`config.mk`:
```
export PLATFORM = sky130hd
export DESIGN_NAME = mcu_file_read
export DESIGN_NICKNAME = d
export VERILOG_FILES = /design/src/rtl/mcu_file_pkg.sv /design/src/rtl/mcu_addr_resolve.sv /design/src/rtl/mcu_port_merge.sv /design/src/rtl/mcu_file_read.sv
export SDC_FILE = /design/constraint.sdc
export NUM_CORES = 1
export LEC_CHECK = 0
export ABC_AREA = 1
export CAP_MARGIN = 30
export CELL_PAD_IN_SITES_DETAIL_PLACEMENT = 1
export CELL_PAD_IN_SITES_GLOBAL_PLACEMENT = 1
export CORE_MARGIN = 10
export CORE_UTILIZATION = 21
export CTS_CLUSTER_DIAMETER = 150
export DETAILED_ROUTE_END_ITERATION = 16
export PLACE_DENSITY_LB_ADDON = 0.1
export RECOVER_POWER = 100
export SKIP_CTS_REPAIR_TIMING = 1
export SLEW_MARGIN = 20
export SYNTH_ARGS = -nofsm -noshare
export SYNTH_HDL_FRONTEND = slang
export SYNTH_SLANG_ARGS = --single-unit
```
`constraint.sdc`:
```
create_clock -name clk -period 1.65 [get_ports clk]
set_input_delay 0.33 -clock clk [delete_from_list [all_inputs] [get_ports clk]]
set_output_delay 0.33 -clock clk [all_outputs]
set_load 0.01 [all_outputs]
```
`src/rtl/mcu_file_pkg.sv`:
```
package mcu_file_pkg;
   typedef enum logic [3:0] {
      SRC_ZERO,
      SRC_FSR,
      SRC_PORTA,
      SRC_PORTB,
      SRC_PCLATH,
      SRC_OPTION,
      SRC_DIRA,
      SRC_DIRB,
      SRC_RAM
   } rd_src_e;
endpackage

```
`src/rtl/mcu_addr_resolve.sv`:
```
module mcu_addr_resolve
   import mcu_file_pkg::*;
#(
   parameter int              AW       = 8,
   parameter logic [AW-1:0]   RAM_MASK = 8'h7F
) (
   input  logic [AW-1:0] addr,
   input  logic [AW-1:0] fsr,
   output logic [AW-1:0] ram_addr,
   output rd_src_e       src
);
   localparam int BANK_BIT = AW - 1;

   logic [AW-1:0] eff;

   initial assert (AW == 8) else $error("address width must be 8");

   always_comb begin
      eff      = (addr == '0) ? (fsr & RAM_MASK) : addr;
      ram_addr = eff;
      src      = SRC_RAM;
      case (eff)
         8'h00, 8'h80: src = SRC_ZERO;
         8'h04, 8'h84: src = SRC_FSR;
         8'h05:        src = SRC_PORTA;
         8'h06:        src = SRC_PORTB;
         8'h0A, 8'h8A: src = SRC_PCLATH;
         8'h81:        src = SRC_OPTION;
         8'h85:        src = SRC_DIRA;
         8'h86:        src = SRC_DIRB;
         8'h82, 8'h83, 8'h8B: ram_addr[BANK_BIT] = 1'b0;
         default:      src = SRC_RAM;
      endcase
   end
endmodule

```
`src/rtl/mcu_port_merge.sv`:
```
module mcu_port_merge #(
   parameter int W     = 8,
   parameter int OUT_W = 8
) (
   input  logic [W-1:0]     pin,
   input  logic [W-1:0]     lat,
   input  logic [W-1:0]     dir,
   output logic [OUT_W-1:0] merged
);
   initial assert (W <= OUT_W && W > 0) else $error("port width out of range");

   for (genvar i = 0; i < W; i++) begin : g_bit
      assign merged[i] = dir[i] ? pin[i] : lat[i];
   end

   if (OUT_W > W) begin : g_pad
      assign merged[OUT_W-1:W] = '0;
   end
endmodule

```
`src/rtl/mcu_file_read.sv`:
```
module mcu_file_read
   import mcu_file_pkg::*;
#(
   parameter int            DATA_W   = 8,
   parameter int            PA_W     = 5,
   parameter int            PB_W     = 8,
   parameter logic [7:0]    RAM_MASK = 8'h7F
) (
   input  logic              clk,
   input  logic              rst_n,
   input  logic [DATA_W-1:0] rd_addr,
   input  logic [DATA_W-1:0] fsr,
   input  logic [PA_W-1:0]   pin_a,
   input  logic [PA_W-1:0]   lat_a,
   input  logic [PA_W-1:0]   dir_a,
   input  logic [PB_W-1:0]   pin_b,
   input  logic [PB_W-1:0]   lat_b,
   input  logic [PB_W-1:0]   dir_b,
   input  logic [DATA_W-1:0] pclath,
   input  logic [DATA_W-1:0] option,
   output logic [DATA_W-1:0] ram_addr,
   input  logic [DATA_W-1:0] ram_rdata,
   output logic [DATA_W-1:0] rd_data
);
   localparam logic [DATA_W-1:0] HIGH_ONES = ~RAM_MASK;

   initial assert (DATA_W == 8) else $error("data width must be 8");
   initial assert (PA_W <= DATA_W && PB_W <= DATA_W) else $error("port wider than data");

   rd_src_e           src;
   logic [DATA_W-1:0] port_a_val;
   logic [DATA_W-1:0] port_b_val;
   logic [DATA_W-1:0] sfr_val;
   logic [DATA_W-1:0] sfr_q;
   logic              sel_ram_q;

   mcu_addr_resolve #(.AW(DATA_W), .RAM_MASK(RAM_MASK)) u_resolve (
      .addr     (rd_addr),
      .fsr      (fsr),
      .ram_addr (ram_addr),
      .src      (src)
   );

   mcu_port_merge #(.W(PA_W), .OUT_W(DATA_W)) u_port_a (
      .pin (pin_a), .lat (lat_a), .dir (dir_a), .merged (port_a_val)
   );

   mcu_port_merge #(.W(PB_W), .OUT_W(DATA_W)) u_port_b (
      .pin (pin_b), .lat (lat_b), .dir (dir_b), .merged (port_b_val)
   );

   always_comb begin
      case (src)
         SRC_FSR:    sfr_val = fsr | HIGH_ONES;
         SRC_PORTA:  sfr_val = port_a_val;
         SRC_PORTB:  sfr_val = port_b_val;
         SRC_PCLATH: sfr_val = pclath;
         SRC_OPTION: sfr_val = option;
         SRC_DIRA:   sfr_val = DATA_W'(dir_a);
         SRC_DIRB:   sfr_val = DATA_W'(dir_b);
         default:    sfr_val = '0;
      endcase
   end

   always_ff @(posedge clk or negedge rst_n) begin
      if (!rst_n) begin
         sfr_q     <= '0;
         sel_ram_q <= 1'b0;
      end else begin
         sfr_q     <= sfr_val;
         sel_ram_q <= (src == SRC_RAM);
      end
   end

   assign rd_data = sel_ram_q ? ram_rdata : sfr_q;

   // the indirect slot never reaches past the RAM mask
   a_r1_indirect_masked: assert property (@(posedge clk) disable iff (!rst_n)
      (rd_addr == '0) |-> ((ram_addr & ~RAM_MASK) == '0));

   // the zero slots read back as zero one cycle later
   a_r2_zero_slot: assert property (@(posedge clk) disable iff (!rst_n)
      (src == SRC_ZERO) |=> (rd_data == '0));

   // FSR read shows the bits outside the mask as one
   a_r3_fsr_high_ones: assert property (@(posedge clk) disable iff (!rst_n)
      (src == SRC_FSR) |=> ((rd_data & HIGH_ONES) == HIGH_ONES));

   // mirrored high-bank locations reach the low-bank RAM copy
   a_r6_mirror_low_bank: assert property (@(posedge clk) disable iff (!rst_n)
      (rd_addr == 8'h82 || rd_addr == 8'h83 || rd_addr == 8'h8B)
      |-> (ram_addr == {1'b0, rd_addr[6:0]}));

   // a RAM-selected read passes the returned byte through
   a_r8_ram_passthru: assert property (@(posedge clk) disable iff (!rst_n)
      (src == SRC_RAM) |=> (rd_data == ram_rdata));

   if (PA_W < DATA_W) begin : g_pa_chk
      // upper bits of port A stay clear
      a_r5_porta_upper: assert property (@(posedge clk) disable iff (!rst_n)
         (src == SRC_PORTA) |=> (rd_data[DATA_W-1:PA_W] == '0));
   end
endmodule

```
==> Word-level counts from Yosys, hierarchy flattened <==
Index checks and enable logic that the tools add are counted.
{ "word_totals": {"ff_bits": 9, "input_bits": 81, "elab_cells": 47} }
{ "op_classes": {"n_mux": 18, "reduce_logical": 6, "n_eq_ne": 21} }
{ "op_table": {"columns": ["op", "count"], "rows": [
  ["equality test 8 bit (second input constant)", 9],
  ["one-hot mux 8 bit (7 select lines)", 1],
  ["one-hot mux 4 bit (8 select lines)", 1],
  ["equality test 8 x 3 -> 1 bit (second input constant)", 3],
  ["equality test 4 x 3 -> 1 bit (second input constant)", 4],
  ["logical NOT 8 bit", 2],
  ["2-to-1 mux 8 bit", 2],
  ["2-to-1 mux 1 bit", 14],
  ["equality test 4 x 2 -> 1 bit (second input constant)", 2],
  ["equality test 8 x 4 -> 1 bit (second input constant)", 1],
  ["OR reduction 2 bit", 3],
  ["equality test 4 x 1 -> 1 bit (second input constant)", 1],
  ["equality test 4 bit (second input constant)", 1],
  ["OR reduction 3 bit", 1]
]} }

==> Longest topological paths before layout <==
{ "logic_depth": {"word_depth": 7, "depth_mapped": 14, "mapped_depth_nobuf": 14} }

==> Modules after synthesis <==
Synthesis repeated with hierarchy kept, for this count alone.
{ "unflattened": {"cells_unflattened": 264, "area_unflattened_um2": 1490.2} }
{ "by_module_without_submodules": {"columns": ["module", "n_inst", "cells_per_inst", "seq_area_each_um2", "area_per_inst_um2"], "rows": [
  ["mcu_file_read", 1, 143, 225.2, 893.4],
  ["mcu_addr_resolve", 1, 65, 0.0, 375.4],
  ["mcu_port_merge (u_port_b)", 1, 32, 0.0, 120.1],
  ["mcu_port_merge (u_port_a)", 1, 24, 0.0, 101.3]
]} }

==> Least setup slack after synthesis <==
Ideal clock, no wire load.
{ "synth_timing": {"kind": "input to register", "start": "input port rd_addr[0]", "end": "register sfr_q[0]", "arrival_time_ns": 1.522, "path_buffers": 0, "setup_time_ns": 0.127, "setup_slack_ns": 0.001, "stages": 12, "required_time_ns": 1.523, "cell_sequence": "nor2_1 -> nand2_1 -> nor2_4 -> nand2_2 -> nand2_2 -> nand2_2 -> nor2_1 -> nand2_1 -> nand3_2 -> nor2_4 -> nand3_1 -> nand3b_1"} }
{ "synth_via": {"elab_chain_len": 7, "elab_cells_between_ends": 25, "classes_between": "eq/ne: 17; mux: 3; reduce/logical: 5"} }
{ "synth_rtl": {"columns": ["element", "line", "source"], "rows": [
  ["start: declaration", "mcu_file_read.sv:11", "input logic [DATA_W-1:0] rd_addr,"],
  ["logical NOT 8 bit *", "mcu_addr_resolve.sv:19", "eff = (addr == '0) ? (fsr & RAM_MASK) : addr;"],
  ["2-to-1 mux 8 bit *", "mcu_addr_resolve.sv:19", null],
  ["net ram_addr[2]", "mcu_file_read.sv:21", "output logic [DATA_W-1:0] ram_addr,"],
  ["equality test 8 x 4 -> 1 bit (tied with other cells)", "mcu_addr_resolve.sv:22", "case (eff)"],
  ["OR reduction 2 bit", "mcu_addr_resolve.sv:22", null],
  ["one-hot mux 4 bit (8 select lines) *", "mcu_addr_resolve.sv:22", null],
  ["equality test 4 x 3 -> 1 bit (tied with other cells)", "mcu_file_read.sv:53", "case (src)"],
  ["one-hot mux 8 bit (7 select lines) *", "mcu_file_read.sv:53", null],
  ["net sfr_val[0]", "mcu_file_read.sv:33", "logic [DATA_W-1:0] sfr_val;"],
  ["end signal: assignment", "mcu_file_read.sv:70", "sfr_q <= sfr_val;"],
  ["end: declaration", "mcu_file_read.sv:34", "logic [DATA_W-1:0] sfr_q;"]
]} }
Mark *: on every way through the listed nets, which the timed path passes. The rest lies on a longest branch.

==> Final worst setup path <==
{ "layout_timing": {"start": "input port rd_addr[5]", "end": "register sfr_q[2]"} }
{ "layout_via": {"elab_chain_len": 7, "elab_cells_between_ends": 25, "classes_between": "eq/ne: 17; mux: 3; reduce/logical: 5"} }
{ "layout_rtl": {"columns": ["element", "line"], "rows": [
  ["logical NOT 8 bit", "mcu_addr_resolve.sv:19"],
  ["2-to-1 mux 8 bit *", "mcu_addr_resolve.sv:19"],
  ["equality test 8 x 4 -> 1 bit (tied with other cells)", "mcu_addr_resolve.sv:22"],
  ["OR reduction 2 bit", "mcu_addr_resolve.sv:22"],
  ["one-hot mux 4 bit (8 select lines) *", "mcu_addr_resolve.sv:22"],
  ["equality test 4 x 3 -> 1 bit (tied with other cells)", "mcu_file_read.sv:53"],
  ["one-hot mux 8 bit (7 select lines) *", "mcu_file_read.sv:53"],
  ["net sfr_val[2]", "mcu_file_read.sv:33"]
]} }
Marks and branches as above.

==> run_results.csv <==
group,metric,value,unit
floorplan,core-area,5608,µm²
critical_path,critical_path_class,"input pin to flip-flop",
yosys,synthesis.nets,268,
floorplan,chipHeight,96.49,µm
drt,drt.antenna.violating_nets,0,
critical_path,critPathLaunchType,"input pin",
pwr,power-per-cell-area,318.3,nW/µm²
placed_design,globalplace.congestion,0.8164,
critical_path,crit_path_required_time,1.80,ns
timing,max_slew_margin,75.12,%
drt,drt-initial-drc-count,21,
floorplan,starting_density_of_the_core,21.91,%
critical_path,cp_data_arrival_time,2.07,ns
clock_tree,cts_buffer_depth,2,
clock_tree,tritoncts.num_buffers,3,
grt,first_pass_grt_wire_length,8942,µm
grt,antenna_violations_before_repair,0,
job,max_cap_violations,0,
yosys,yosys_register_bits,9,
finish,multiInputGateArea,1147,µm²
clock_tree,clock_tree_from_tritoncts,"built",
timing,unrepaired_setup_endpoints_after_global_routing,"true",
critical_path,cp-end-kind,"flip-flop",
timing,period_utilisation_layout,116.6,%
floorplan,die_width,96.49,µm
yosys,ys_types,28,
drt,drt_drc_violations_left,0,
timing,finalSetupViolations,16,
floorplan,io-pin-count,97,
hold_path,min-delay-path-class,"input pin to asynchronous set/reset pin",
outcome,failing_checks,"setup timing",
clock_tree,clock-sinks,9,
finish,layout_nets,415,
finish,drive_above_1_share,46.25,%
finish,final-seq-area,225.2,µm²
timing,fin_crit,1.924,ns
timing,postLayoutSetupSlackWorst,-0.2745,ns
yosys,synth_enable_flop_cells,0,
finish,insertedDiodeCount,0,
drt,avgRoutedWirePerCell,15.95,µm
pwr,peakVddDrop,0.0002502,V
drt,wl,6460,µm
placed_design,buffer_ports.inserted,95,
grt,via_count_of_the_first_global_routing_pass,1822,
finish,fillers,687,
placed_design,placement.setup.worst_slack,-0.9149,ns
yosys,synthesis.area_per_instance,6.570,µm²
grt,global_route.overflow_total,0,
drt,detailedRoute.firstPassIterationCount,4,
placed_design,dp.final_hpwl,5403,µm
timing,timing_worst_slew_pin_value,0.3719,ns
timing,maxClockFrequency,519.6,MHz
floorplan,floorplan.die_area,9310,µm²
grt,gr-usage-all-layers,11.96,%
yosys,ys_warn_count,0,
yosys,postSynth.asyncResetShare,100.0,%
clock_tree,htree_levels,1,
finish,area.growth.synth_to_final,144.8,%
grt,grt_start_max_net_pins,10,
timing,timing.final.hold_violations,0,
clock_tree,cts-root-buf,"sky130_fd_sc_hd__clkbuf_8",
outcome,status,"complete, but fails checks",
drt,viasPerCell,4.430,
yosys,syn_area,1229,µm²
finish,finalCoreUtilization,53.64,%
clock_tree,path_clk_slew,0.04,ns
yosys,most_used_dff_post_synth,"sky130_fd_sc_hd__dfrtp_1",
critical_path,cp_max_fo,7,
floorplan,floorplan.rows,27,
pwr,total_power,0.0009575,W
drt,routed_via_count,1794,
timing,maxSlewViolCount,0,
yosys,synth_sequential_area_ratio,18.33,%
pwr,cellLeakagePower,1.517,nW
yosys,postSynthCellCount,187,
==> cells in the mapped netlist (2+ instances only) <==
master,number,share of area [%]
sky130_fd_sc_hd__mux2i_1,2,1.6
sky130_fd_sc_hd__dfrtp_1,9,18
sky130_fd_sc_hd__nor2_1,13,4.0
sky130_fd_sc_hd__nand2_1,60,18
sky130_fd_sc_hd__nand3b_1,3,1.8
sky130_fd_sc_hd__nand3_2,2,1.6
sky130_fd_sc_hd__nand3_1,15,6.1
sky130_fd_sc_hd__nand4_1,4,2.0
sky130_fd_sc_hd__mux2_2,15,14
sky130_fd_sc_hd__nand2_2,11,5.6
sky130_fd_sc_hd__a21oi_1,6,2.4
sky130_fd_sc_hd__or2_1,2,1.0
sky130_fd_sc_hd__inv_2,5,1.5
sky130_fd_sc_hd__inv_1,17,5.2
sky130_fd_sc_hd__nor2_4,7,6.4
sky130_fd_sc_hd__o211ai_1,2,1.2
sky130_fd_sc_hd__nand2_4,3,2.7
==> cells in the final DEF (no fill, tap or decap), types with 2 or more instances in the layout <==
cell type                         instances
sky130_fd_sc_hd__nand2_4                 10
sky130_fd_sc_hd__nand3_1                 11
sky130_fd_sc_hd__or2_1                    2
sky130_fd_sc_hd__dlymetal6s2s_1          12
sky130_fd_sc_hd__inv_4                    2
sky130_fd_sc_hd__clkbuf_8                 3
sky130_fd_sc_hd__clkbuf_1                 2
sky130_fd_sc_hd__o211ai_1                 2
sky130_fd_sc_hd__a21oi_1                  2
sky130_fd_sc_hd__nor2_2                   5
sky130_fd_sc_hd__buf_6                   28
sky130_fd_sc_hd__nand2_2                 20
sky130_fd_sc_hd__nor2_4                  12
sky130_fd_sc_hd__nand3b_1                 3
sky130_fd_sc_hd__clkbuf_2                 5
sky130_fd_sc_hd__mux2i_1                  2
sky130_fd_sc_hd__clkdlybuf4s50_1         66
sky130_fd_sc_hd__nor2_1                   4
sky130_fd_sc_hd__inv_1                   14
sky130_fd_sc_hd__nand3_4                  2
sky130_fd_sc_hd__a21oi_4                  3
sky130_fd_sc_hd__nand2_1                 43
sky130_fd_sc_hd__inv_2                    5
sky130_fd_sc_hd__a21oi_2                  2
sky130_fd_sc_hd__mux2_2                  15
sky130_fd_sc_hd__dfrtp_1                  9
sky130_fd_sc_hd__buf_4                   27
sky130_fd_sc_hd__nand3_2                  4
sky130_fd_sc_hd__nand4_1                  4
==> critical path, cell delays in order <==
cell                       delay (ns)
sky130_fd_sc_hd__buf_8           0.10
sky130_fd_sc_hd__nor2_4          0.10
sky130_fd_sc_hd__nand2_2         0.07
sky130_fd_sc_hd__nor2_4          0.27
sky130_fd_sc_hd__buf_6           0.18
sky130_fd_sc_hd__nand2_2         0.05
sky130_fd_sc_hd__nand2_2         0.09
sky130_fd_sc_hd__buf_6           0.11
sky130_fd_sc_hd__nand2_2         0.06
sky130_fd_sc_hd__nor2_4          0.15
sky130_fd_sc_hd__nand2_4         0.10
sky130_fd_sc_hd__o21ai_0         0.22
sky130_fd_sc_hd__nor2_1          0.11
sky130_fd_sc_hd__nand3b_1        0.13
==> final timing paths <==
kind                            start                  to  cells after the start
min in group clk               fsr[5]  sfr_q[5]$_DFF_PN0_                      4
max in group asynchronous       rst_n  sfr_q[2]$_DFF_PN0_                      1
worst min-delay path            rst_n  sfr_q[5]$_DFF_PN0_                      1
worst max-delay path       rd_addr[5]  sfr_q[2]$_DFF_PN0_                     14
==> routing by layer <==
layer | track usage, % | wire [µm]
met4 | 1.090 | 19
met2 | 23.33 | 3600
met3 | 2.930 | 387
met5 | 0 | 0
met1 | 13.03 | 2453
==> power by group <==
part	switching (W)	total (W)	internal, W	leakage, nW
logic	0.000183	0.000493	0.000310	1.37
registers	0.000000956	0.000226	0.000225	0.120
clock network	0.0000718	0.000239	0.000167	0.0228
total	0.000255	0.000958	0.000702	1.52
==> stage by stage <==
stage | cells | cell area (µm²) | setup TNS, ns | hold slack (ns)
after floorplan | 187 | 1229 | 0 | 0.03441
after global routing | 405 | 3008 | -3.203 | 0.4684
after global placement | 390 | 2556 | -13.18 | 0.6386
final | 405 | 3008 | -2.024 | 0.4592
after CTS | 394 | 2601 | -12.89 | 0.3935
after detailed placement | 390 | 2556 | -14.58 | 0.6344
==> flip-flops by register name, summed over array words and instances (netlist names) <==
signal     cells
sel_ram_q      1
sfr_q          8
==> cell families after synthesis <==
logic type      count (synthesis)  share of synthesized area, %
buf+inv                        23                         7.026
simple gates                  124                         51.94
mux                            17                         15.38
compound gates                 14                         7.332
flops                           9                         18.33
==> final cells by class <==
cell class	count	share of cell area (%)
clock buffers	4	1.498
inverters	22	3.078
multi-input cells	155	38.14
flip-flops and latches	9	7.488
well taps	72	2.995
repair buffers	143	46.80
Power figures use the tool's default switching activity.
